File: src/rtl/nand_cmd_seq.sv
module nand_cmd_seq #(
  parameter int AW = 22,
  parameter int CW = 10
) (
  input  logic          clk,
  input  logic          rst_n,
  input  logic          wr_stb,
  input  logic          rd_stb,
  input  logic          ce_n,
  input  logic          cle,
  input  logic          ale,
  input  logic [7:0]    io_in,
  input  logic          wp_n,
  input  logic          core_busy,
  input  logic          core_erase,
  output logic          rd_start,
  output logic          prog_start,
  output logic          erase_start,
  output logic          susp_req,
  output logic          reset_req,
  output logic          ld_stb,
  output logic [CW-1:0] ld_col,
  output logic [7:0]    ld_data,
  output logic [AW-1:0] addr,
  output logic [1:0]    out_sel,
  output logic [7:0]    id_byte
);
  localparam int HW = AW - 16;
  localparam logic [7:0] C_READ = 8'h00, C_LOAD = 8'h80, C_PROG = 8'h10,
                         C_ESET = 8'h60, C_ECNF = 8'hD0, C_STAT = 8'h70,
                         C_ID   = 8'h90, C_REG  = 8'hE0, C_SUSP = 8'hB0,
                         C_RST  = 8'hFF;
  localparam logic [1:0] OS_DATA = 2'd0, OS_STAT = 2'd1, OS_ID = 2'd2, OS_REG = 2'd3;

  typedef enum logic [2:0] {S_IDLE, S_RADR, S_PADR, S_PDAT, S_EADR, S_ECNF, S_IDAD} st_t;

  st_t          st;
  logic [1:0]   acnt;
  logic [CW-1:0] col;
  logic         have;
  logic         id_ptr;

  wire take  = wr_stb & ~ce_n;
  wire cmd_w = take & cle;
  wire adr_w = take & ~cle & ale;
  wire dat_w = take & ~cle & ~ale;

  assign id_byte = id_ptr ? 8'hE3 : 8'hEC;

  always_ff @(posedge clk) begin
    if (!rst_n) begin
      st <= S_IDLE; acnt <= '0; addr <= '0; col <= '0; have <= 1'b0;
      out_sel <= OS_DATA; id_ptr <= 1'b0;
      rd_start <= 1'b0; prog_start <= 1'b0; erase_start <= 1'b0;
      susp_req <= 1'b0; reset_req <= 1'b0; ld_stb <= 1'b0;
      ld_col <= '0; ld_data <= '0;
    end else begin
      rd_start <= 1'b0; prog_start <= 1'b0; erase_start <= 1'b0;
      susp_req <= 1'b0; reset_req <= 1'b0; ld_stb <= 1'b0;
      if (rd_stb && out_sel == OS_ID) id_ptr <= 1'b1;

      if (cmd_w) begin
        if (io_in == C_RST) begin
          st <= S_IDLE; acnt <= '0; addr <= '0; have <= 1'b0;
          out_sel <= OS_DATA; id_ptr <= 1'b0; reset_req <= 1'b1;
        end else if (core_busy) begin
          if (io_in == C_STAT) out_sel <= OS_STAT;
          if (io_in == C_SUSP && core_erase) susp_req <= 1'b1;
        end else begin
          acnt <= '0;
          case (io_in)
            C_READ: st <= S_RADR;
            C_LOAD: begin st <= S_PADR; have <= 1'b0; end
            C_ESET: st <= S_EADR;
            C_ID:   st <= S_IDAD;
            C_PROG: begin
              if (st == S_PDAT && have && wp_n) prog_start <= 1'b1;
              st <= S_IDLE;
            end
            C_ECNF: begin
              if (st == S_ECNF && wp_n) erase_start <= 1'b1;
              st <= S_IDLE;
            end
            C_STAT: begin out_sel <= OS_STAT; st <= S_IDLE; end
            C_REG:  begin out_sel <= OS_REG;  st <= S_IDLE; end
            default: st <= S_IDLE;
          endcase
        end
      end else if (adr_w && !core_busy) begin
        case (st)
          S_RADR, S_PADR: begin
            acnt <= acnt + 2'd1;
            case (acnt)
              2'd0: addr[7:0]   <= io_in;
              2'd1: addr[15:8]  <= io_in;
              default: begin
                addr[AW-1:16] <= io_in[HW-1:0];
                if (st == S_RADR) begin
                  rd_start <= 1'b1; out_sel <= OS_DATA; st <= S_IDLE;
                end else begin
                  col <= CW'(addr[7:0]); st <= S_PDAT;
                end
              end
            endcase
          end
          S_EADR: begin
            acnt <= acnt + 2'd1;
            if (acnt == 2'd0) begin
              addr[12:0]  <= '0;
              addr[15:13] <= io_in[7:5];
            end else begin
              addr[AW-1:16] <= io_in[HW-1:0];
              st <= S_ECNF;
            end
          end
          S_IDAD: begin
            if (io_in == 8'h00) begin out_sel <= OS_ID; id_ptr <= 1'b0; end
            st <= S_IDLE;
          end
          default: ;
        endcase
      end else if (dat_w && !core_busy && st == S_PDAT) begin
        ld_stb <= 1'b1; ld_data <= io_in; ld_col <= col;
        col <= col + 1'b1; have <= 1'b1;
      end
    end
  end
endmodule

File: config.mk
export PLATFORM = sky130hd
export DESIGN_NAME = nand_cmd_seq
export DESIGN_NICKNAME = d
export VERILOG_FILES = /design/src/rtl/nand_cmd_seq.sv
export SDC_FILE = /design/constraint.sdc
export NUM_CORES = 1
export LEC_CHECK = 0
export BUFFER_PORTS_ARGS = -buffer_cell sky130_fd_sc_hd__buf_2
export CAP_MARGIN = 15
export CORE_MARGIN = 10
export CORE_UTILIZATION = 40
export DETAILED_ROUTE_END_ITERATION = 6
export PLACE_DENSITY = 0.71
export SLEW_MARGIN = 20
export SYNTH_ARGS = -nofsm -noshare
export SYNTH_HDL_FRONTEND = slang
export SYNTH_SLANG_ARGS = --single-unit
File: constraint.sdc
create_clock -name clk -period 5.05 [get_ports clk]
set_clock_uncertainty 0.1 [all_clocks]
set_input_delay 0.2525 -clock clk [delete_from_list [all_inputs] [get_ports clk]]
set_output_delay 0.2525 -clock clk [all_outputs]
set_load 0.02 [all_outputs]
==> results of run 1 <==
-- Yosys cell counts (2+ instances only) --
cell type	instances	area share
a21o_1	3	0.0070
a21oi_1	29	0.045
a221oi_1	2	0.0055
a22o_1	8	0.022
a31oi_1	3	0.0058
and2_1	3	0.0058
and3_1	6	0.012
and3b_1	2	0.0055
buf_2	4	0.0062
buf_4	8	0.019
buf_6	3	0.011
clkbuf_1	14	0.016
conb_1	2	0.0023
dfxtp_1	65	0.41
ha_1	3	0.012
inv_1	6	0.0070
mux2i_1	3	0.0094
nand2_1	72	0.084
nand3_1	21	0.033
nand3b_1	5	0.012
nand4_1	9	0.018
nor2_1	29	0.034
nor2b_1	4	0.0078
nor3_1	6	0.0094
nor3b_1	2	0.0047
nor4_1	2	0.0039
o21a_1	3	0.0070
o21ai_0	11	0.017
o21ai_1	7	0.011
o21ai_2	8	0.022
o22ai_1	2	0.0039
or3b_2	2	0.0055
xnor2_1	2	0.0055
xor2_1	2	0.0055
-- kinds of logic after synthesis --
group                      after synthesis  share of synthesized area
AOI/OAI and AO/OA                       94                      0.216
xor gates and xnor gates                 4                     0.0109
adders and majority gates                3                     0.0117
buffers and inverters                   38                     0.0627
DFF                                     65                      0.405
muxes                                    3                    0.00935
other                                    2                    0.00234
and+or+nand+nor                        176                      0.282
-- worst max-delay path, stage by stage, from the launching register on --
cell and delay [ns]:
dfxtp_1 0.68, or3b_4 0.48, o32a_2 0.28, a32oi_4 0.33, mux2i_1 0.23, nor2_1 0.06
-- cells in the final DEF (no fill, tap or decap), types with 2 or more instances in the layout --
cell type  synthesis  layout
a21o_1             3       3
a21oi_1           29      29
a221oi_1           2       2
a22o_1             8       8
a31oi_1            3       3
and2_1             3       3
and3_1             6       6
and3b_1            2       2
buf_2              4      69
bufinv_16          0       3
clkbuf_8           0      11
conb_1             2       4
dfxtp_1           65      65
ha_1               3       3
inv_1              6       6
mux2i_1            3       3
nand2_1           72      72
nand3_1           21      21
nand3b_1           5       5
nand4_1            9       9
nor2_1            29      29
nor2b_1            4       4
nor3_1             6       6
nor3b_1            2       2
nor4_1             2       2
o21a_1             3       3
o21ai_0           11      11
o21ai_1            7       7
o21ai_2            8       8
o22ai_1            2       2
or3b_2             2       2
xnor2_1            2       2
xor2_1             2       2
-- power groups by stage --
| stage | clock, mW | combinational [mW] | sequential (mW) |
|---|---|---|---|
| after global routing | 0.594 | 0.0726 | 0.516 |
| final | 0.560 | 0.0667 | 0.516 |
| after CTS | 0.566 | 0.0663 | 0.516 |
| after detailed placement | 0 | 0.0660 | 0.528 |
| after floorplan | 0 | 0.0475 | 0.526 |
| after global placement | 0 | 0.0653 | 0.528 |
-- metal layers --
metal | track usage | vias up
met5 | 0 | -
met4 | 0.0595 | 0
met3 | 0.0474 | 14
met2 | 0.241 | 100
met1 | 0.187 | 1407
li1 | - | 1458
-- sequential cells by signal, indices dropped and copies added (netlist names), 2 cells and up --
register,cells
ld_col,10
ld_data,8
col,10
acnt,2
out_sel,2
addr,22
st,3
-- cell type report --
type                    count  area (sq um)  area share
clock inverters             4          98.8      0.0262
flip-flops and latches     65          1300       0.344
well taps                 102           128      0.0338
repair buffers             70           353      0.0934
clock buffers              12           155      0.0411
multi-input cells         284          1720       0.454
inverters                   7          26.3     0.00696
-- through the flow --
stage | hold WS (ns) | std cells | setup slack (ns) | total power, mW
2_1_floorplan | 0.272 | 387 | 3.16 | 0.574
3_3_place_gp | 0.340 | 528 | 2.57 | 0.593
3_5_place_dp | 0.343 | 528 | 2.55 | 0.594
4_1_cts | 0.0236 | 544 | 2.75 | 1.15
5_1_grt | 0.0336 | 544 | 2.50 | 1.18
6_report | 0.0300 | 544 | 2.76 | 1.14
-- worst max-delay path by stage --
stage	start	to	depth (start not counted)
finish	st[2]	st[0]	5
global route	acnt[0]	col[0]	7
CTS	acnt[0]	col[0]	7
detailed placement	core_busy	addr[1]	6
global placement	ce_n	addr[11]	6
floorplan	acnt[0]	addr[10]	7
==> results.tsv, run 1 <==
metric	value	unit
status	finished clean	
DRT Pass-1 Iters	4	
Max VDD drop	238	uV
Routed Antenna Nets	0	
initial DRC count	231	
CP arrival	2.41	ns
chip height	110	um
M1 WL	3970	um
first-pass GRT wire length	14700	um
YS warnings	0	
FILL cells	777	
fin. max-slew vios	0	
cts repair resizes	0	
type of the worst min-delay path	input pin to register	
GRT Total Usage	0.151	
Max Cap Viol	0	
clock network power share	0.490	
worst-path fanout max	15	
Max Used Layer	met4	
Seq/Total Area, Yosys	0.405	
hold path start	core_erase	
initial core utilization	0.413	
fmax	0.436	GHz
power density over the cells	303	nW/um^2
gr ovfl total	0	
CTS H-tree depth	3	
FF-to-FF setup slack	2.76	ns
unrepaired setup endpoints after global routing	no	
drt via density	5.48	
Port Buffers	69	
Post-Synthesis Cells	385	
EDFF count, synth	0	
design area	3780	sq um
CTS tree	built	
Unique masters post-synth	68	
Worst slew margin	0.432	
root buffer cell	clkbuf_8	
worst-margin pin slew	0.849	ns
Core Rows	32	
clock buffer count from CTS	9	
drt wl/cell	16.3	um
die area	12000	sq um
Post-synth top flop	dfxtp_1	
Tmin final	2.29	ns
final core utilization	0.486	
fin crit share	0.454	
initial antenna violation count	0	
met3 routed WL	525	um
nets	458	
Hold Crit Endpoint	susp_req	
register bit total from synthesis	65	
Reg clk slew, reported paths	0.07	ns
RR Startpoint	st[2]	
antenna cells	0	
fraction of layout cells with a size suffix above 1	0.256	
clk sinks	65	
worst skew pair latency	0.35	ns
crit start category	register	
Syn Area/Cell	8.34	sq um
# DRC	0	
Comb power frac	0.058	
Area growth syn-to-layout	17.7	%
Worst Path Required	5.17	ns
DRT Wirelength	8860	um
r2r endpoint	st[0]	
Synth Cell Area	3210	sq um
Hold Path Depth	3	
internal power	0.888	mW
Post-CTS Setup Bufs	0	
total number of vias	2979	
met2 routed WL	4170	um
gpl congestion	0.827	
Switch Pwr	0.255	mW
largest net degree at the start of global routing	35	
Sw Share	0.223	
DIE WIDTH	110	um
P_leak	1.48	nW
Final Hold Fails	0	
Async SR Flop Fraction	0	
sum of negative setup slack	0	ns
critical path class	register to register	
post-DP HPWL	6340	um
worst reg2reg path depth	5	
core area	7770	sq um
final setup fails	0	
I/O pin total	74	
Placement Cell Area	3520	sq um
CTS Hold Bufs	0	
fraction of power consumed by sequential logic	0.451	
Worst Setup End Kind	register	
Max Root-Sink Buffers	2	
via count of the first global-routing pass	2944	
(Power assumes the default switching activity.)
==> run 2, diff against run 1 <==
--- a/config.mk
+++ b/config.mk
@@ -10,7 +10,7 @@
 export CORE_MARGIN = 10
 export CORE_UTILIZATION = 40
 export DETAILED_ROUTE_END_ITERATION = 6
-export PLACE_DENSITY = 0.71
+export PLACE_DENSITY = 0.74
 export SLEW_MARGIN = 20
 export SYNTH_ARGS = -nofsm -noshare
 export SYNTH_HDL_FRONTEND = slang
==> constraint.sdc (replaced) <==
create_clock -name clk -period 2 [get_ports clk]
set_clock_uncertainty 0.1 [all_clocks]
set_input_delay 0.1 -clock clk [delete_from_list [all_inputs] [get_ports clk]]
set_output_delay 0.1 -clock clk [all_outputs]
set_load 0.02 [all_outputs]
==> run 2 against run 1 <==
  * The flow now finishes with violations (negative setup slack)
  * Utilization increased by 2.9 points
  * Register-to-register slack lost 2.8 ns
  * Global-route usage increased by 0.66 points
  * Sequential share of layout area is 1.9 points lower
  * Design area grew 6.0%
  * Flip-flop and latch count stayed put
  * Worst hold slack gained 0.029 ns
  * Sequential power rose to 2.5 times the previous value
  * Fmax is 14% higher
  * Die area stayed put
  * Via count increased by 6.3%
==> results.tsv, run 2 (same netlist as run 1, synthesis figures left out) <==
metric	value	unit	change
initial DRC count	261		was 231
internal power	1.82	mW	was 0.888 mW
Final Non-Filler Cells	578		was 544
Core Rows	32		unchanged
DIE WIDTH	110	um	unchanged
clock buffer count from CTS	9		unchanged
Max stage delay on crit path	0.46	ns	was 0.68 ns
root buffer cell	clkbuf_8		unchanged
DRT Pass-1 Iters	5		was 4
Switch Pwr	0.637	mW	was 0.255 mW
power density over the cells	613	nW/um^2	was 303 nW/um^2
initial antenna violation count	0		unchanged
CTS tree	built		unchanged
status	finished with violations		was finished clean
total number of vias	3166		was 2,979
Comb power frac	0.086		was 0.058
Largest register FFs	22		unchanged
drt via density	5.48		about the same
worst skew pair latency	0.35	ns	about the same
Worst path top cell family by delay	compound AO/OA/AOI/OAI gates		was flip-flops
CP arrival	2.20	ns	was 2.41 ns
GRT Total Usage	0.158		was 0.151
final setup fails	3		was 0
largest registers	addr: 22 flops, col: 10 flops, ld_col: 10 flops		unchanged
hold path start	io_in[6]		was core_erase
commonest non-fill, non-tap cell in the layout	nand2_1		unchanged
chip height	110	um	unchanged
sum of negative setup slack	-0.0311	ns	was 0 ns
first-pass GRT wire length	15300	um	was 14,700 um
CP bufs+invs	1		was 0
largest net degree at the start of global routing	35		unchanged
Routed Antenna Nets	0		unchanged
fraction of layout cells with a size suffix above 1	0.300		was 0.256
fmax	0.496	GHz	was 0.436 GHz
I/O pin total	74		unchanged
crit path max-delay cell type	or3b_2		was dfxtp_1
clk sinks	65		unchanged
gr ovfl total	0		unchanged
FILL cells	754		was 777
Max Cap Viol	0		unchanged
Final Hold Fails	0		unchanged
core area	7770	sq um	unchanged
die area	12000	sq um	unchanged
clock network power share	0.384		was 0.490
fraction of power consumed by sequential logic	0.530		was 0.451
via count of the first global-routing pass	3093		was 2,944
crit start category	register		unchanged
Max Root-Sink Buffers	2		unchanged
Tmin final	2.02	ns	was 2.29 ns
failing checks	negative setup slack		
post-DP HPWL	6820	um	was 6340 um
Max VDD drop	428	uV	was 238 uV
Worst Path Required	2.18	ns	was 5.17 ns
worst-path fanout max	8		was 15
FF/Latch Area	1300	sq um	unchanged
area of the multi-input gates	1740	sq um	was 1720 sq um
DRT Wirelength	9490	um	was 8860 um
Setup crit start	acnt[0]		was st[2]
Reg with most FFs	addr		unchanged
gpl congestion	0.880		was 0.827
critical path class	register to register		unchanged
design area	4000	sq um	was 3780 sq um
CTS H-tree depth	3		unchanged
Setup WS post-layout	-0.0151	ns	was 2.76 ns
Reg clk slew, reported paths	0.07	ns	about the same
P_leak	1.61	nW	was 1.48 nW
type of the worst min-delay path	input pin to register		unchanged
Cell Chain, Critical Path	inv_1 -> ha_2 -> or3b_2 -> a21oi_2 -> o21ai_2 -> a21boi_4 -> a22o_1		was or3b_4 -> o32a_2 -> a32oi_4 -> mux2i_1 -> nor2_1
most frequent cells in the layout	nand2_1 (72), buf_2 (69), dfxtp_1 (65)		unchanged
initial core utilization	0.413		unchanged
# DRC	0		unchanged
Worst Setup End Kind	register		unchanged
antenna cells	0		unchanged
drt wl/cell	16.4	um	was 16.3 um
Sw Share	0.259		was 0.223
Placed Cells	554		was 528
fin. max-slew vios	0		unchanged
Area growth syn-to-layout	24.7	%	was 17.7%
unrepaired setup endpoints after global routing	yes		was no
Placement Cell Area	3740	sq um	was 3520 sq um
final core utilization	0.515		was 0.486
nets	492		was 458
Port Buffers	69		unchanged
fin crit share	1.01		was 0.454
RR Startpoint	acnt[0]		was st[2]
run 2: per-stage QoR:
stage | worst slack, ns | power [mW] | hold WS (ns)
2_1_floorplan | 0.108 | 1.45 | 0.119
3_3_place_gp | 0.0490 | 1.52 | 0.242
3_5_place_dp | -0.0299 | 1.52 | 0.245
4_1_cts | 0.0217 | 2.46 | 0.0462
5_1_grt | -0.0891 | 2.54 | 0.0680
6_report | -0.0151 | 2.46 | 0.0592
run 2: final timing paths:
kind | to | slack [ns] | cells after the start
worst max-delay path | addr[14] | -0.02 | 7
worst min-delay path | susp_req | 0.06 | 3
worst min register to register | ld_data[6] | 0.35 | 2
worst max register to register | addr[14] | -0.02 | 7
run 2: tightest hold or removal path, delay by kind of cell:
kind                   cells  cell delay, ns
buffers and inverters      2            0.28
and+or+nand+nor            1            0.08
run 2: what timing repair did:
action                     in CTS  in global routing
gates resized for setup         2                  6
setup endpoints to repair       9                 19
setup buffers                   0                  1
pin swaps                       1                  9
hold endpoints to repair       18                  0
hold buffers                    7                  0
run 2: final cells by class:
type                       instances  area share
multi-input combinational        284       0.434
tap                              102      0.0319
clock inverter                     3     0.00437
sequential                        65       0.325
inverter                           7     0.00656
timing repair buffer             104       0.163
clock buffer                      13      0.0347
run 2: layer usage:
metal	GRT usage	vias up	wire [um]
li1	-	1526	-
met1	0.196	1476	4090
met2	0.256	139	4500
met3	0.0369	25	648
met4	0.0716	0	248
met5	0	-	0
run 2: power groups by stage:
stage | registers (mW) | clock network [mW] | logic [mW]
finish | 1.30 | 0.943 | 0.212
global route | 1.30 | 1.01 | 0.228
floorplan | 1.33 | 0 | 0.120
CTS | 1.30 | 0.951 | 0.204
detailed placement | 1.33 | 0 | 0.192
global placement | 1.33 | 0 | 0.188
==> run 3, diff against run 2 <==
--- a/config.mk
+++ b/config.mk
@@ -11,6 +11,7 @@
 export CORE_UTILIZATION = 40
 export DETAILED_ROUTE_END_ITERATION = 6
 export PLACE_DENSITY = 0.74
+export REMOVE_ABC_BUFFERS = 1
 export SLEW_MARGIN = 20
 export SYNTH_ARGS = -nofsm -noshare
 export SYNTH_HDL_FRONTEND = slang
==> run 3 against run 2 <==
  * Highest routed layer unchanged
  * The flow now finishes without violations
  * Final cell count grew 1.6%
  * Global-route usage grew 0.31 points
  * Clock power is 10% higher
  * Fmax up 1.3%
  * Combinational power grew 3%
  * Total power increased by 4.4%
  * Worst setup slack improved by 0.027 ns
  * Flip-flop and latch count did not move
  * Via count is 0.35% higher
==> results.tsv, run 3 (same netlist as run 1, synthesis figures left out) <==
metric	value	unit	change
Max Root-Sink Buffers	2		unchanged
Reg clk slew, reported paths	0.07	ns	about the same
fraction of layout cells with a size suffix above 1	0.332		was 0.300
nets	501		was 492
DRT Pass-1 Iters	5		unchanged
final setup fails	0		was 3
met2 Resource Use GR	0.258		was 0.256
gr ovfl total	0		unchanged
status	finished clean		was finished with violations
hold slack	0.0340	ns	was 0.0592 ns
initial DRC count	264		was 261
P_leak	1.68	nW	was 1.61 nW
Max VDD drop	377	uV	was 428 uV
power density over the cells	624	nW/um^2	was 613 nW/um^2
initial antenna violation count	0		unchanged
Hold Path Depth	5		was 3
CTS tree	built		unchanged
FILL cells	718		was 754
area of the multi-input gates	1750	sq um	was 1740 sq um
I/O pin total	74		unchanged
design area	4110	sq um	was 4000 sq um
core area	7770	sq um	unchanged
post-DP HPWL	7060	um	was 6820 um
Setup WS post-layout	0.0115	ns	was -0.0151 ns
fmax	0.503	GHz	was 0.496 GHz
total number of vias	3177		was 3,166
die area	12000	sq um	unchanged
worst skew pair latency	0.34	ns	was 0.35 ns
largest registers	addr: 22 flops, col: 10 flops, ld_col: 10 flops		unchanged
worst reg2reg path depth	6		was 7
clock buffer count from CTS	9		unchanged
Largest register FFs	22		unchanged
# DRC	0		unchanged
first-pass GRT wire length	15400	um	was 15,300 um
Worst Setup End Kind	register		unchanged
Worst Path Required	2.12	ns	was 2.18 ns
drt wl/cell	16.6	um	was 16.4 um
FF/Latch Area	1310	sq um	was 1300 sq um
CTS H-tree depth	3		unchanged
fin crit share	0.994		was 1.01
Max stage delay on crit path	0.39	ns	was 0.46 ns
Area growth syn-to-layout	28.0	%	was 24.7%
unrepaired setup endpoints after global routing	yes		unchanged
critical path class	register to register		unchanged
via count of the first global-routing pass	3034		was 3,093
most frequent cells in the layout	nand2_1 (72), buf_2 (69), dfxtp_1 (60)		was nand2_1 (72), buf_2 (69), dfxtp_1 (65)
CP Depth	6		was 7
Reg with most FFs	addr		unchanged
largest net degree at the start of global routing	35		unchanged
CP arrival	2.11	ns	was 2.20 ns
GRT Total Usage	0.161		was 0.158
type of the worst min-delay path	input pin to register		unchanged
commonest non-fill, non-tap cell in the layout	nand2_1		unchanged
chip height	110	um	unchanged
layer with the highest usage	met2		unchanged
drt via density	5.41		was 5.48
Placement Cell Area	3780	sq um	was 3740 sq um
crit start category	register		unchanged
DRT Wirelength	9760	um	was 9490 um
Routed Antenna Nets	0		unchanged
CP bufs+invs	1		unchanged
Final Hold Fails	0		unchanged
Core Rows	32		unchanged
Max Cap Viol	0		unchanged
clk sinks	65		unchanged
met1 Use GR	0.195		was 0.196
crit path max-delay cell type	or3b_4		was or3b_2
antenna cells	0		unchanged
Cell Chain, Critical Path	buf_6 -> or3b_4 -> o32a_4 -> a32oi_4 -> mux2i_1 -> nor2_1		was inv_1 -> ha_2 -> or3b_2 -> a21oi_2 -> o21ai_2 -> a21boi_4 -> a22o_1
Worst path top cell family by delay	compound AO/OA/AOI/OAI gates		unchanged
worst-path fanout max	6		was 8
met3 usage	0.0509		was 0.0369
fin. max-slew vios	0		unchanged
initial core utilization	0.413		unchanged
Port Buffers	69		unchanged
DIE WIDTH	110	um	unchanged
Tmin final	1.99	ns	was 2.02 ns
root buffer cell	clkbuf_8		unchanged
gpl congestion	0.898		was 0.880
Place WS	-0.0128	ns	was -0.0299 ns
final core utilization	0.529		was 0.515
==> run 3: final cells by class <==
cell class / instances / area share
multi-input cells: 284 / 0.426
flip-flops and latches: 65 / 0.318
repair buffers: 113 / 0.174
clock buffers: 12 / 0.0377
well taps: 102 / 0.0311
inverters: 7 / 0.00700
clock inverters: 4 / 0.00670
==> run 3: where the power goes <==
part           internal (mW)  switching (mW)
registers               1.30         0.00424
logic                 0.0791           0.140
clock network          0.518           0.526
total                   1.89           0.670
==> run 3: repair_timing <==
item / in CTS / in global routing
endpoints found under the hold margin: 19 / 0
setup buffers: 0 / 3
pin swaps: 1 / 6
resized for setup: 1 / 17
setup endpoints to repair: 3 / 17
hold buffers: 7 / 0
==> run 3: stage by stage <==
stage	cells	total power, mW	TNS, ns
global placement	561	1.52	0
CTS	584	2.57	0
finish	587	2.56	0
floorplan	356	1.42	-0.0177
global route	587	2.65	-0.0367
detailed placement	561	1.53	-0.0209
==> run 3: worst reg2reg max path: stages (launching register included) <==
cell and delay [ns]:
dfxtp_2 0.34, buf_6 0.13, or3b_4 0.39, o32a_4 0.24
a32oi_4 0.31, mux2i_1 0.28, nor2_1 0.07
==> run 3: layer usage <==
| layer | vias up | share of wire |
|---|---|---|
| li1 | 1542 | - |
| met1 | 1499 | 0.45 |
| met2 | 118 | 0.46 |
| met3 | 18 | 0.075 |
| met4 | 0 | 0.023 |
| met5 | - | 0 |
==> run 3: final timing paths <==
check	slack, ns	to	start
setup / recovery	0.01	st[2]	st[0]
hold / removal	0.03	prog_start	wp_n
hold reg to reg	0.35	prog_start	have
setup reg to reg	0.01	st[2]	st[0]
